--- src/rtl/intr_pkg.sv ---
package intr_pkg;
  localparam int NUM_SRC = 5;
  localparam int SRC_W   = 3;
  localparam int DW      = 8;
  localparam int AW      = 2;

  localparam int SRC_EXT0 = 0;
  localparam int SRC_TMR0 = 1;
  localparam int SRC_EXT1 = 2;
  localparam int SRC_TMR1 = 3;
  localparam int SRC_SER  = 4;

  localparam int GLB_BIT = 7;
  localparam logic [DW-1:0] EN_MASK = 8'h9F;

  localparam logic [AW-1:0] ADDR_EN  = 2'd0;
  localparam logic [AW-1:0] ADDR_TMR = 2'd1;
  localparam logic [AW-1:0] ADDR_SER = 2'd2;

  localparam int NUM_TMR = 2;
  localparam int NUM_SERF = 2;

  // bit position of timer flag t in the timer status byte
  function automatic int tmr_bit(input int t);
    return (t == 0) ? 5 : 7;
  endfunction

  // source index acknowledged to clear timer t
  function automatic int tmr_src(input int t);
    return (t == 0) ? SRC_TMR0 : SRC_TMR1;
  endfunction

  // lowest index set in a request vector, 0 when none
  function automatic logic [SRC_W-1:0] first_set(input logic [NUM_SRC-1:0] v);
    logic [SRC_W-1:0] r;
    r = '0;
    for (int i = NUM_SRC - 1; i >= 0; i--) begin
      if (v[i]) r = SRC_W'(i);
    end
    return r;
  endfunction

  // mask of all source positions below index s
  function automatic logic [NUM_SRC-1:0] below_mask(input logic [SRC_W-1:0] s);
    logic [NUM_SRC-1:0] m;
    for (int i = 0; i < NUM_SRC; i++) m[i] = (SRC_W'(i) < s);
    return m;
  endfunction
endpackage

--- src/rtl/intr_en_reg.sv ---
module intr_en_reg
  import intr_pkg::*;
(
  input  logic               clk,
  input  logic               rst_n,
  input  logic               wr_en,
  input  logic [DW-1:0]      wdata,
  output logic [DW-1:0]      en_q,
  output logic [NUM_SRC-1:0] src_en,
  output logic               glb_en
);
  always_ff @(posedge clk or negedge rst_n) begin
    if (!rst_n)     en_q <= '0;
    else if (wr_en) en_q <= wdata & EN_MASK;
  end

  assign src_en = en_q[NUM_SRC-1:0];
  assign glb_en = en_q[GLB_BIT];

  // bits outside the mask never become set
  a_r2_mask_holds: assert property (@(posedge clk) disable iff (!rst_n)
    (en_q & ~EN_MASK) == '0);

  // a write is stored at the next edge
  a_r2_write_lands: assert property (@(posedge clk) disable iff (!rst_n)
    wr_en |=> en_q == ($past(wdata) & EN_MASK));
endmodule

--- src/rtl/intr_flag_bank.sv ---
module intr_flag_bank
  import intr_pkg::*;
(
  input  logic                clk,
  input  logic                rst_n,
  input  logic [NUM_TMR-1:0]  tmr_ovf,
  input  logic [NUM_SERF-1:0] ser_evt,
  input  logic                tmr_wr,
  input  logic [NUM_TMR-1:0]  tmr_wbits,
  input  logic                ser_wr,
  input  logic [NUM_SERF-1:0] ser_wbits,
  input  logic                ack,
  input  logic [SRC_W-1:0]    ack_src,
  output logic [NUM_TMR-1:0]  tmr_flag,
  output logic [NUM_SERF-1:0] ser_flag,
  output logic [DW-1:0]       tmr_rd,
  output logic [DW-1:0]       ser_rd
);
  logic [NUM_TMR-1:0] tmr_ack_hit;

  for (genvar t = 0; t < NUM_TMR; t++) begin : g_tmr
    logic set_c, clr_c;
    assign tmr_ack_hit[t] = ack && (ack_src == SRC_W'(tmr_src(t)));
    assign set_c = tmr_ovf[t] || (tmr_wr && tmr_wbits[t]);
    assign clr_c = tmr_ack_hit[t] || (tmr_wr && !tmr_wbits[t]);

    always_ff @(posedge clk or negedge rst_n) begin
      if (!rst_n)     tmr_flag[t] <= 1'b0;
      else if (set_c) tmr_flag[t] <= 1'b1;
      else if (clr_c) tmr_flag[t] <= 1'b0;
    end

    // an overflow always leaves the flag set
    a_r3_tmr_set: assert property (@(posedge clk) disable iff (!rst_n)
      tmr_ovf[t] |=> tmr_flag[t]);

    // acknowledge of this timer clears its flag
    a_r7_tmr_ack_clr: assert property (@(posedge clk) disable iff (!rst_n)
      (tmr_ack_hit[t] && !tmr_ovf[t] && !tmr_wr) |=> !tmr_flag[t]);

    // an acknowledge for another source leaves the flag alone
    a_r8_tmr_other_ack: assert property (@(posedge clk) disable iff (!rst_n)
      (!tmr_ack_hit[t] && !tmr_ovf[t] && !tmr_wr) |=> $stable(tmr_flag[t]));
  end

  for (genvar s = 0; s < NUM_SERF; s++) begin : g_ser
    always_ff @(posedge clk or negedge rst_n) begin
      if (!rst_n)                          ser_flag[s] <= 1'b0;
      else if (ser_evt[s])                 ser_flag[s] <= 1'b1;
      else if (ser_wr)                     ser_flag[s] <= ser_wbits[s];
    end

    // an event sets the flag at the next edge
    a_r4_ser_set: assert property (@(posedge clk) disable iff (!rst_n)
      ser_evt[s] |=> ser_flag[s]);

    // only a software write can drop a serial flag
    a_r8_ser_hold: assert property (@(posedge clk) disable iff (!rst_n)
      (ser_flag[s] && !ser_wr) |=> ser_flag[s]);
  end

  always_comb begin
    tmr_rd = '0;
    for (int t = 0; t < NUM_TMR; t++) tmr_rd[tmr_bit(t)] = tmr_flag[t];
    ser_rd = '0;
    ser_rd[NUM_SERF-1:0] = ser_flag;
  end
endmodule

--- src/rtl/intr_prio_sel.sv ---
module intr_prio_sel
  import intr_pkg::*;
(
  input  logic               clk,
  input  logic               rst_n,
  input  logic [NUM_SRC-1:0] flag,
  input  logic [NUM_SRC-1:0] src_en,
  input  logic               glb_en,
  output logic [NUM_SRC-1:0] req,
  output logic               sel_valid,
  output logic [SRC_W-1:0]   sel_src
);
  assign req       = flag & src_en & {NUM_SRC{glb_en}};
  assign sel_valid = |req;
  assign sel_src   = first_set(req);

  // global enable off means no request at all
  a_r5_glb_gate: assert property (@(posedge clk) disable iff (!rst_n)
    !glb_en |-> (req == '0));

  // the winner is an active line
  a_r6_sel_active: assert property (@(posedge clk) disable iff (!rst_n)
    sel_valid |-> req[sel_src]);

  // no active line outranks the winner
  a_r6_sel_highest: assert property (@(posedge clk) disable iff (!rst_n)
    sel_valid |-> ((req & below_mask(sel_src)) == '0));

  // idle index is zero
  a_r6_idle_zero: assert property (@(posedge clk) disable iff (!rst_n)
    !sel_valid |-> (sel_src == '0));
endmodule

--- src/rtl/intr_flag_unit.sv ---
module intr_flag_unit
  import intr_pkg::*;
(
  input  logic               clk,
  input  logic               rst_n,
  input  logic               ext0_req_i,
  input  logic               ext1_req_i,
  input  logic               tmr0_ovf_i,
  input  logic               tmr1_ovf_i,
  input  logic               ser_rx_i,
  input  logic               ser_tx_i,
  input  logic               reg_wr_i,
  input  logic [AW-1:0]      reg_addr_i,
  input  logic [DW-1:0]      reg_wdata_i,
  output logic [DW-1:0]      reg_rdata_o,
  input  logic               ack_i,
  input  logic [SRC_W-1:0]   ack_src_i,
  output logic [NUM_SRC-1:0] irq_o,
  output logic               irq_valid_o,
  output logic [SRC_W-1:0]   irq_src_o
);
  logic               en_wr, tmr_wr, ser_wr;
  logic [DW-1:0]      en_q, tmr_rd, ser_rd;
  logic [NUM_SRC-1:0] src_en, flag_all;
  logic               glb_en;
  logic [NUM_TMR-1:0] tmr_flag, tmr_wbits;
  logic [NUM_SERF-1:0] ser_flag;

  assign en_wr  = reg_wr_i && (reg_addr_i == ADDR_EN);
  assign tmr_wr = reg_wr_i && (reg_addr_i == ADDR_TMR);
  assign ser_wr = reg_wr_i && (reg_addr_i == ADDR_SER);

  for (genvar t = 0; t < NUM_TMR; t++) begin : g_wb
    assign tmr_wbits[t] = reg_wdata_i[tmr_bit(t)];
  end

  intr_en_reg u_en (
    .clk(clk), .rst_n(rst_n), .wr_en(en_wr), .wdata(reg_wdata_i),
    .en_q(en_q), .src_en(src_en), .glb_en(glb_en)
  );

  intr_flag_bank u_flags (
    .clk(clk), .rst_n(rst_n),
    .tmr_ovf({tmr1_ovf_i, tmr0_ovf_i}),
    .ser_evt({ser_tx_i, ser_rx_i}),
    .tmr_wr(tmr_wr), .tmr_wbits(tmr_wbits),
    .ser_wr(ser_wr), .ser_wbits(reg_wdata_i[NUM_SERF-1:0]),
    .ack(ack_i), .ack_src(ack_src_i),
    .tmr_flag(tmr_flag), .ser_flag(ser_flag),
    .tmr_rd(tmr_rd), .ser_rd(ser_rd)
  );

  always_comb begin
    flag_all = '0;
    flag_all[SRC_EXT0] = ext0_req_i;
    flag_all[SRC_TMR0] = tmr_flag[0];
    flag_all[SRC_EXT1] = ext1_req_i;
    flag_all[SRC_TMR1] = tmr_flag[1];
    flag_all[SRC_SER]  = |ser_flag;
  end

  intr_prio_sel u_prio (
    .clk(clk), .rst_n(rst_n), .flag(flag_all), .src_en(src_en),
    .glb_en(glb_en), .req(irq_o), .sel_valid(irq_valid_o), .sel_src(irq_src_o)
  );

  always_comb begin
    case (reg_addr_i)
      ADDR_EN:  reg_rdata_o = en_q;
      ADDR_TMR: reg_rdata_o = tmr_rd;
      ADDR_SER: reg_rdata_o = ser_rd;
      default:  reg_rdata_o = '0;
    endcase
  end

  // reserved address always reads zero
  a_r11_rsvd_zero: assert property (@(posedge clk) disable iff (!rst_n)
    (reg_addr_i == 2'd3) |-> (reg_rdata_o == '0));

  // serial line follows the OR of its two flags under enables
  a_r5_ser_line: assert property (@(posedge clk) disable iff (!rst_n)
    irq_o[SRC_SER] == ((|ser_flag) && src_en[SRC_SER] && glb_en));
endmodule

--- config.mk ---
export PLATFORM = sky130hd
export DESIGN_NAME = intr_flag_unit
export DESIGN_NICKNAME = d
export VERILOG_FILES = /design/src/rtl/intr_pkg.sv /design/src/rtl/intr_en_reg.sv /design/src/rtl/intr_flag_bank.sv /design/src/rtl/intr_prio_sel.sv /design/src/rtl/intr_flag_unit.sv
export SDC_FILE = /design/constraint.sdc
export NUM_CORES = 1
export LEC_CHECK = 0
export BUFFER_PORTS_ARGS = -buffer_cell sky130_fd_sc_hd__buf_2
export CAP_MARGIN = 20
export CORE_UTILIZATION = 47
export DETAILED_ROUTE_END_ITERATION = 10
export PLACE_DENSITY_LB_ADDON = 0.1
export SLEW_MARGIN = 20
export SYNTH_ARGS = -nofsm -noshare
export SYNTH_HDL_FRONTEND = slang
export SYNTH_HIERARCHICAL = 1
export SYNTH_SLANG_ARGS = --single-unit
--- constraint.sdc ---
create_clock -name clk -period 1.2 [get_ports clk]
set_input_delay 0.06 -clock clk [delete_from_list [all_inputs] [get_ports clk]]
set_output_delay 0.06 -clock clk [all_outputs]
set_load 0.005 [all_outputs]
# Word-level counts from Yosys, hierarchy flattened
# Index checks and enable logic that the tools add are counted.
dict set report classes {
  eq_ne 4
  muxes 14
  n_bitwise 2
  reduce_logical 22
}
# operator n
set op_table {}
lappend op_table {{8-bit case mux with 3 select lines} 1}
lappend op_table {{3-bit two-way mux} 5}
lappend op_table {{5-bit bitwise AND} 2}
lappend op_table {{1-bit logical AND} 9}
lappend op_table {{1-bit two-way mux} 8}
lappend op_table {{2-bit nonzero test} 4}
lappend op_table {{5-bit OR reduction} 1}
lappend op_table {{1-bit logical OR} 4}
lappend op_table {{3-bit by 1-bit == test with 1-bit output (second input constant)} 1}
lappend op_table {{3-bit by 2-bit == test with 1-bit output (second input constant)} 1}
lappend op_table {{2-bit by 1-bit == test with 1-bit output (second input constant)} 1}
lappend op_table {{2-bit == test (second input constant)} 1}
lappend op_table {{1-bit logical NOT} 2}
lappend op_table {{2-bit logical NOT} 1}
lappend op_table {{2-bit OR reduction} 1}
dict set report word_totals {
  reg_bits 10
  input_bits 23
  output_inout_bits 17
  wordCells 47
}

# Logic depth before layout (Yosys ltp)
# Gate-level depths: netlist of the first run.
dict set report depth {
  word_depth 8
  mapped_depth 5
  depth_no_buf 4
}

# Cells and area by module
# Netlist of the first run, hierarchy kept.
# mod n_inst cells_per_inst area_per_inst_um2 seq_area_each_um2
set by_module_without_submodules {}
lappend by_module_without_submodules {intr_en_reg 1 22 315.3 150.1}
lappend by_module_without_submodules {intr_flag_bank 1 32 307.8 100.1}
lappend by_module_without_submodules {intr_flag_unit 1 24 206.4 0.0}
lappend by_module_without_submodules {intr_prio_sel 1 15 95.1 0.0}

# Worst setup path after synthesis of the first run
# Ideal clock, no wire load.
dict set report synth_timing {
  path_type {register to output}
  startpoint {register u_flags.ser_flag[1]}
  endpoint {output port irq_valid_o}
  t_arrival_ns 0.987
  required_time_ns 1.140
  slack_ns 0.153
  stages_incl_launch_ff 4
  n_path_buf 0
  cell_sequence {dfrtp_1 or2_2 and3_1 nand2b_1}
}
dict set report synth_between {
  elab_chain_len 4
}
# item line_no
set synth_lines {}
lappend synth_lines {{from (decl)} intr_flag_bank.sv:15} ;# output logic [NUM_SERF-1:0] ser_flag,
lappend synth_lines {{from (signal, indexed assignment)} intr_flag_bank.sv:50} ;# else if (ser_wr) ser_flag[s] <= ser_wbits[s];
lappend synth_lines {{2-bit OR reduction} intr_flag_unit.sv:59} ;# flag_all[SRC_SER] = |ser_flag;
lappend synth_lines {{named net flag_all[4]} intr_flag_unit.sv:24} ;# logic [NUM_SRC-1:0] src_en, flag_all;
lappend synth_lines {{5-bit bitwise AND (2 in a row)} intr_prio_sel.sv:13} ;# assign req = flag & src_en & {NUM_SRC{glb_en}};
lappend synth_lines {{named net irq_o[4]} intr_flag_unit.sv:18} ;# output logic [NUM_SRC-1:0] irq_o,
lappend synth_lines {{5-bit OR reduction} intr_prio_sel.sv:14} ;# assign sel_valid = |req;
lappend synth_lines {{to (decl)} intr_flag_unit.sv:19} ;# output logic irq_valid_o,
# The timed path passes the listed nets, and every way through them passes these cells.

# Final worst setup path of the first run
dict set report layout_timing {
  startpoint {register u_flags.ser_flag[1]}
  endpoint {output port irq_valid_o}
}
dict set report layout_between {
  elab_chain_len 4
}
# item line_no
set layout_lines {}
lappend layout_lines {{2-bit OR reduction} intr_flag_unit.sv:59}
lappend layout_lines {{named net flag_all[4]} intr_flag_unit.sv:24}
lappend layout_lines {{5-bit bitwise AND (2 in a row)} intr_prio_sel.sv:13}
lappend layout_lines {{5-bit OR reduction} intr_prio_sel.sv:14}
# The timed path passes the listed nets, and every way through them passes these cells.

==> results.yml, run 1 <==
global_route:
  grt_pass1_wl_um: 3100
  grtUsageTotal_pct: 21.0
  grt_max_degree: 11
  grt_overflow: 0
  grt_pass1_vias: 690
  antenna_found_initial: 0
worst_setup_path:
  worstSetupStartpointType: "flip-flop"
  path_cells: "or2_4 > and3_4 > nand2b_1 > buf_2"
  crit_family: "simple AND/OR/NAND/NOR gates"
  crit_buf_inv: 1
  critPathCaptureType: "primary output"
  path_class: "reg2out"
  crit_fanout: 3
  cp.required_ns: 1.14
  slowest_delay_ns: 0.38
  cp_slowest_cell: "dfrtp_1"
  worst_ep_arrival_time_ns: 1.32
clocking:
  cts_buffer_depth: 2
  cts_tree: "done"
  cts_sinks: 10
  clk_root_buffer_cell: "clkbuf_4"
  clock_latency_ns: 0.27
  clk_pin_slew_ns: 0.07
  numCtsBuffers: 3
  htree_levels: 1
timing:
  setup_violations: 8
  rsz0062_at_grt: "true"
  fin_ws_ns: -0.178
  slew_viol_final: 0
  fin_setup_tns_ns: -0.634
  max_freq_mhz: 726
  finalCritPeriodShare_pct: 115
  finalClockSkew_ns: 0
  period_needed_ns: 1.38
  finalHoldViolCount: 0
yosys:
  yosysSeqAreaShare_pct: 27.1
  synth.top_cells.by_area: "dfrtp_1, buf_4, mux2_4"
  yosysTopAreaCellShare_pct: 27.1
  avgSynthCellArea_um2: 9.94
  ys.warnings.count: 6
  ys_ff_latch: 10
  synth_top_area_cell: "dfrtp_1"
  syn_inst: 93
  syn_area_um2: 925
  ys_types: 26
die:
  die_y_um: 46.4
  core_um2: 1780
  rows: 15
  die-area_um2: 2150
  die_x_um: 46.4
  pin_count: 40
  start_util_pct: 51.9
detailed_routing:
  route.detailed.drc: 0
  vias: 784
  drt-total-wl_um: 1940
  via_per_inst: 4.78
  drtAntennaViolNets: 0
  routedWlPerCell_um: 11.8
  first_iter_violations: 10
  detail_route.first_pass.iterations: 4
outcome:
  violations: "negative setup slack"
  outcome: "finished with violations"
placed_design:
  gp_congestion: 0.731
  placed_cells: 146
  io_buffers: 37
  hpwl_um: 1450
cells_and_area:
  nets: 163
  antenna_cells: 0
  layout_common_cells: "buf_2, conb_1, buf_4"
  syn2layout_area_growth_pct: 33.2
  stdcell_count: 164
  drive_gt1_share_pct: 51.8
  layout_commonest_cell: "buf_2"
run:
  cap_violations: 0
power:
  p_leak_uw: 0.000626
  powerDensity_nw_per_um2: 1030
  fin_total_pwr_uw: 1270
  irDropWorstVdd_mv: 0.886
worst_hold_path:
  hp-class: "in2reg"
[Yosys cell counts]
cell type	n
or2_2	1
nand4b_1	1
a211o_1	2
and3_1	5
dfrtp_1	10
buf_4	24
nor3b_1	1
o21ai_2	1
conb_1	2
nor2b_1	4
nor2_2	1
a21oi_1	3
o2bb2ai_1	8
mux2i_1	8
o21ai_0	1
mux2_4	6
a22o_2	1
a22o_1	1
buf_6	2
buf_2	2
and2_1	2
nand2_1	2
a221o_1	1
and3b_1	1
and4bb_2	1
nand2b_1	2
[routing by layer]
layer,vias up,share of wire (%),global-route usage [%]
li1,388,-,-
met1,369,42,26.5
met2,23,52,33.9
met3,4,5.1,5.88
met4,0,1.1,7.06
met5,-,0,0
[report_power, final]
| group | switching [uW] | leakage [uW] | internal, uW |
|---|---|---|---|
| combinational | 208 | 0.000496 | 329 |
| sequential | 44.7 | 0.000109 | 384 |
| clock | 124 | 0.0000210 | 184 |
[kinds of logic after synthesis]
kind of cell    count (synthesis)  share of synthesized area (%)
buf+inv                        28                           23.0
simple gates                   21                           15.0
compound gates                 18                           15.7
mux                            14                           18.4
flops                          10                           27.1
other cells                     2                          0.812
[cell type report]
cell class | instances | area, um2
well taps | 25 | 31.3
multi-input cells | 67 | 532
clock buffers | 4 | 36.3
repair buffers | 58 | 382
flip-flops and latches | 10 | 250
fillers | 141 | 552
[stage by stage]
step | hold slack [ns] | utilization [%] | instance area, um2 | setup slack [ns]
3_3_place_gp | -0.0605 | 57.5 | 1030 | 0.0418
3_5_place_dp | -0.0654 | 57.5 | 1030 | 0.0251
4_1_cts | 0.00802 | 67.0 | 1190 | -0.184
2_1_floorplan | -0.236 | - | 970 | 0.153
6_report | 0.0162 | 69.1 | 1230 | -0.178
5_1_grt | 0.0125 | 69.1 | 1230 | -0.233
[sequential cells by signal, indices dropped and copies added (netlist names)]
signal	count
u_flags/ser_flag	2
u_en/en_q	6
u_flags/tmr_flag	2
[final timing paths]
| check | from | to | slack [ns] | depth (start not counted) |
|---|---|---|---|---|
| setup / recovery | u_flags/ser_flag[1]$_DFFE_PN0P_ | irq_valid_o | -0.18 | 4 |
| hold / removal | reg_wdata_i[4] | u_en/en_q[4]$_DFFE_PN0P_ | 0.02 | 2 |
| setup reg to reg | u_en/en_q[7]$_DFFE_PN0P_ | u_en/en_q[7]$_DFFE_PN0P_ | 0.11 | 3 |
| hold reg to reg | u_en/en_q[4]$_DFFE_PN0P_ | u_en/en_q[4]$_DFFE_PN0P_ | 0.56 | 1 |
| max in group asynchronous | rst_n | u_flags/tmr_flag[1]$_DFFE_PN0P_ | 0.83 | 2 |
| min in group asynchronous | rst_n | u_en/en_q[4]$_DFFE_PN0P_ | 0.18 | 2 |
[timing repair]
item,in CTS,in global routing
pin swaps,6,3
endpoints found under the hold margin,14,0
resized for setup,8,3
setup endpoints to repair,7,11
buffers inserted,5,4
hold buffers,6,0
Note: power is estimated with default switching activity, not from simulation.
==> run 2, diff against run 1 <==
TNS_END_PERCENT = 20   (was not set)
==> results.yml, run 2 (synthesis results as in run 1) <==
placed_design:
  place_area_um2: 1030
  hpwl_um: 1450
  dp_slack_ns: 0.0251
  gp_congestion: 0.731
  placed_cells: 146
  io_buffers: 37
die:
  pin_count: 40
  start_util_pct: 51.9
  die-area_um2: 2150
  die_y_um: 46.4
  die_x_um: 46.4
  core_um2: 1780
  rows: 15
clocking:
  clk_pin_slew_ns: 0.07
  clk_root_buffer_cell: "clkbuf_4"
  htree_levels: 1
  cts_tree: "done"
  numCtsBuffers: 3
  cts_buffer_depth: 2
  clock_latency_ns: 0.27
  cts_sinks: 10
power:
  fin_total_pwr_uw: 1240
  combPwrFrac_pct: 40.4
  p_sw_share_pct: 29.8
  intPower_uw: 869
  powerDensity_nw_per_um2: 1030
  seq_power_share_pct: 34.6
  power_frac_clock_pct: 24.9
  p_leak_uw: 0.000610
  p_sw_uw: 368
  irDropWorstVdd_mv: 0.886
timing:
  finalCritPeriodShare_pct: 115
  rsz0062_at_grt: "true"
  period_needed_ns: 1.37
  fin_ws_ns: -0.174
  finalHoldViolCount: 0
  slew_viol_final: 0
  max_freq_mhz: 728
  finalClockSkew_ns: 0
  setup_violations: 7
worst_setup_path:
  worst_ep_arrival_time_ns: 1.31
  critPathCaptureType: "primary output"
  crit_family: "simple AND/OR/NAND/NOR gates"
  rrSetupSlack_ns: 0.18
  r2r_cells: 3
  crit_buf_inv: 1
  r2r_start: "u_flags/ser_flag[0]$_DFFE_PN0P_"
  path_class: "reg2out"
  r2r-end: "u_flags/ser_flag[0]$_DFFE_PN0P_"
  worstSetupStartpointType: "flip-flop"
  path_cells: "or2_4 > and3_4 > nand2b_1 > buf_2"
  cp.required_ns: 1.14
  crit_fanout: 3
  slowest_delay_ns: 0.38
  cp_slowest_cell: "dfrtp_1"
cells_and_area:
  largest-register: "u_en/en_q"
  nets: 160
  layout_common_cells: "buf_2, conb_1, buf_4, dfrtp_1, o2bb2ai_1"
  design_area_um2: 1200
  multi_input_area_um2: 532
  ff_latch_area_um2: 250
  top_regs: "u_en/en_q x6, u_flags/ser_flag x2, u_flags/tmr_flag x2"
  drive_gt1_share_pct: 50.7
  syn2layout_area_growth_pct: 29.6
  fillers: 148
  stdcell_count: 161
  antenna_cells: 0
  layout_commonest_cell: "buf_2"
  largest_reg_flops: 6
detailed_routing:
  drtAntennaViolNets: 0
  detail_route.first_pass.iterations: 4
  vias: 767
  drt-total-wl_um: 1890
  via_per_inst: 4.76
  first_iter_violations: 7
  route.detailed.drc: 0
  routedWlPerCell_um: 11.7
outcome:
  violations: "negative setup slack"
  outcome: "finished with violations"
global_route:
  grt_max_degree: 11
  grt_pass1_vias: 684
  antenna_found_initial: 0
  grt_overflow: 0
  grt_pass1_wl_um: 3080
  grtUsageTotal_pct: 20.8
worst_hold_path:
  hp-class: "in2reg"
  hold_start: "reg_wdata_i[4]"
  hold_depth: 2
  min_to: "u_en/en_q[4]$_DFFE_PN0P_"
run:
  cap_violations: 0
==> run 2: changes by cell type in the layout (fill, tap and decap cells not counted), sizes merged <==
| cell | delta |
|---|---|
| buf | -3 |
==> run 2: stage by stage <==
step                      util (%)  TNS (ns)  hold slack [ns]
after floorplan                  -         0           -0.236
final                         67.2    -0.609           0.0155
after global routing          67.2     -1.13           0.0131
after CTS                     66.6    -0.687          0.00802
after global placement        57.5         0          -0.0605
after detailed placement      57.5         0          -0.0654
==> run 2: how the worst max path moves through the flow <==
| stage | slack [ns] | depth (start not counted) | from | to |
|---|---|---|---|---|
| finish | -0.17 | 4 | u_flags/ser_flag[1]$_DFFE_PN0P_ | irq_valid_o |
| global route | -0.23 | 4 | u_flags/tmr_flag[1]$_DFFE_PN0P_ | irq_src_o[2] |
| CTS | -0.18 | 4 | u_flags/ser_flag[1]$_DFFE_PN0P_ | irq_valid_o |
| detailed placement | 0.03 | 4 | u_flags/ser_flag[1]$_DFFE_PN0P_ | irq_valid_o |
| global placement | 0.04 | 4 | u_flags/ser_flag[1]$_DFFE_PN0P_ | irq_valid_o |
| floorplan | 0.15 | 3 | u_flags/ser_flag[1]$_DFFE_PN0P_ | irq_valid_o |
==> run 2: repair_timing <==
action | CTS | global route
gates resized for setup | 8 | 1
pin swaps | 6 | 3
setup endpoints to repair | 7 | 11
endpoints found under the hold margin | 14 | 0
setup buffers | 4 | 1
hold buffers | 6 | 0
==> run 2: final cells by class <==
class                   count  area share, %
clock buffers               4           3.03
flip-flops and latches     10           20.9
well taps                  25           2.61
multi-input cells          67           44.4
repair buffers             55           29.1
==> run 2: metal layers <==
metal	routed length [um]	up-vias	part of all wire [%]	GRT usage, %
li1	-	381	-	-
met1	815	358	43	26.5
met2	951	23	50	33.3
met3	99	5	5.2	5.88
met4	23	0	1.2	7.06
met5	0	-	0	0
==> run 2: power by group through the flow <==
| stage | logic [uW] | registers, uW | clock network (uW) |
|---|---|---|---|
| after floorplan | 342 | 424 | 0 |
| after global placement | 416 | 433 | 0 |
| after detailed placement | 425 | 433 | 0 |
| after CTS | 493 | 428 | 322 |
| after global routing | 550 | 440 | 334 |
| final | 500 | 429 | 309 |
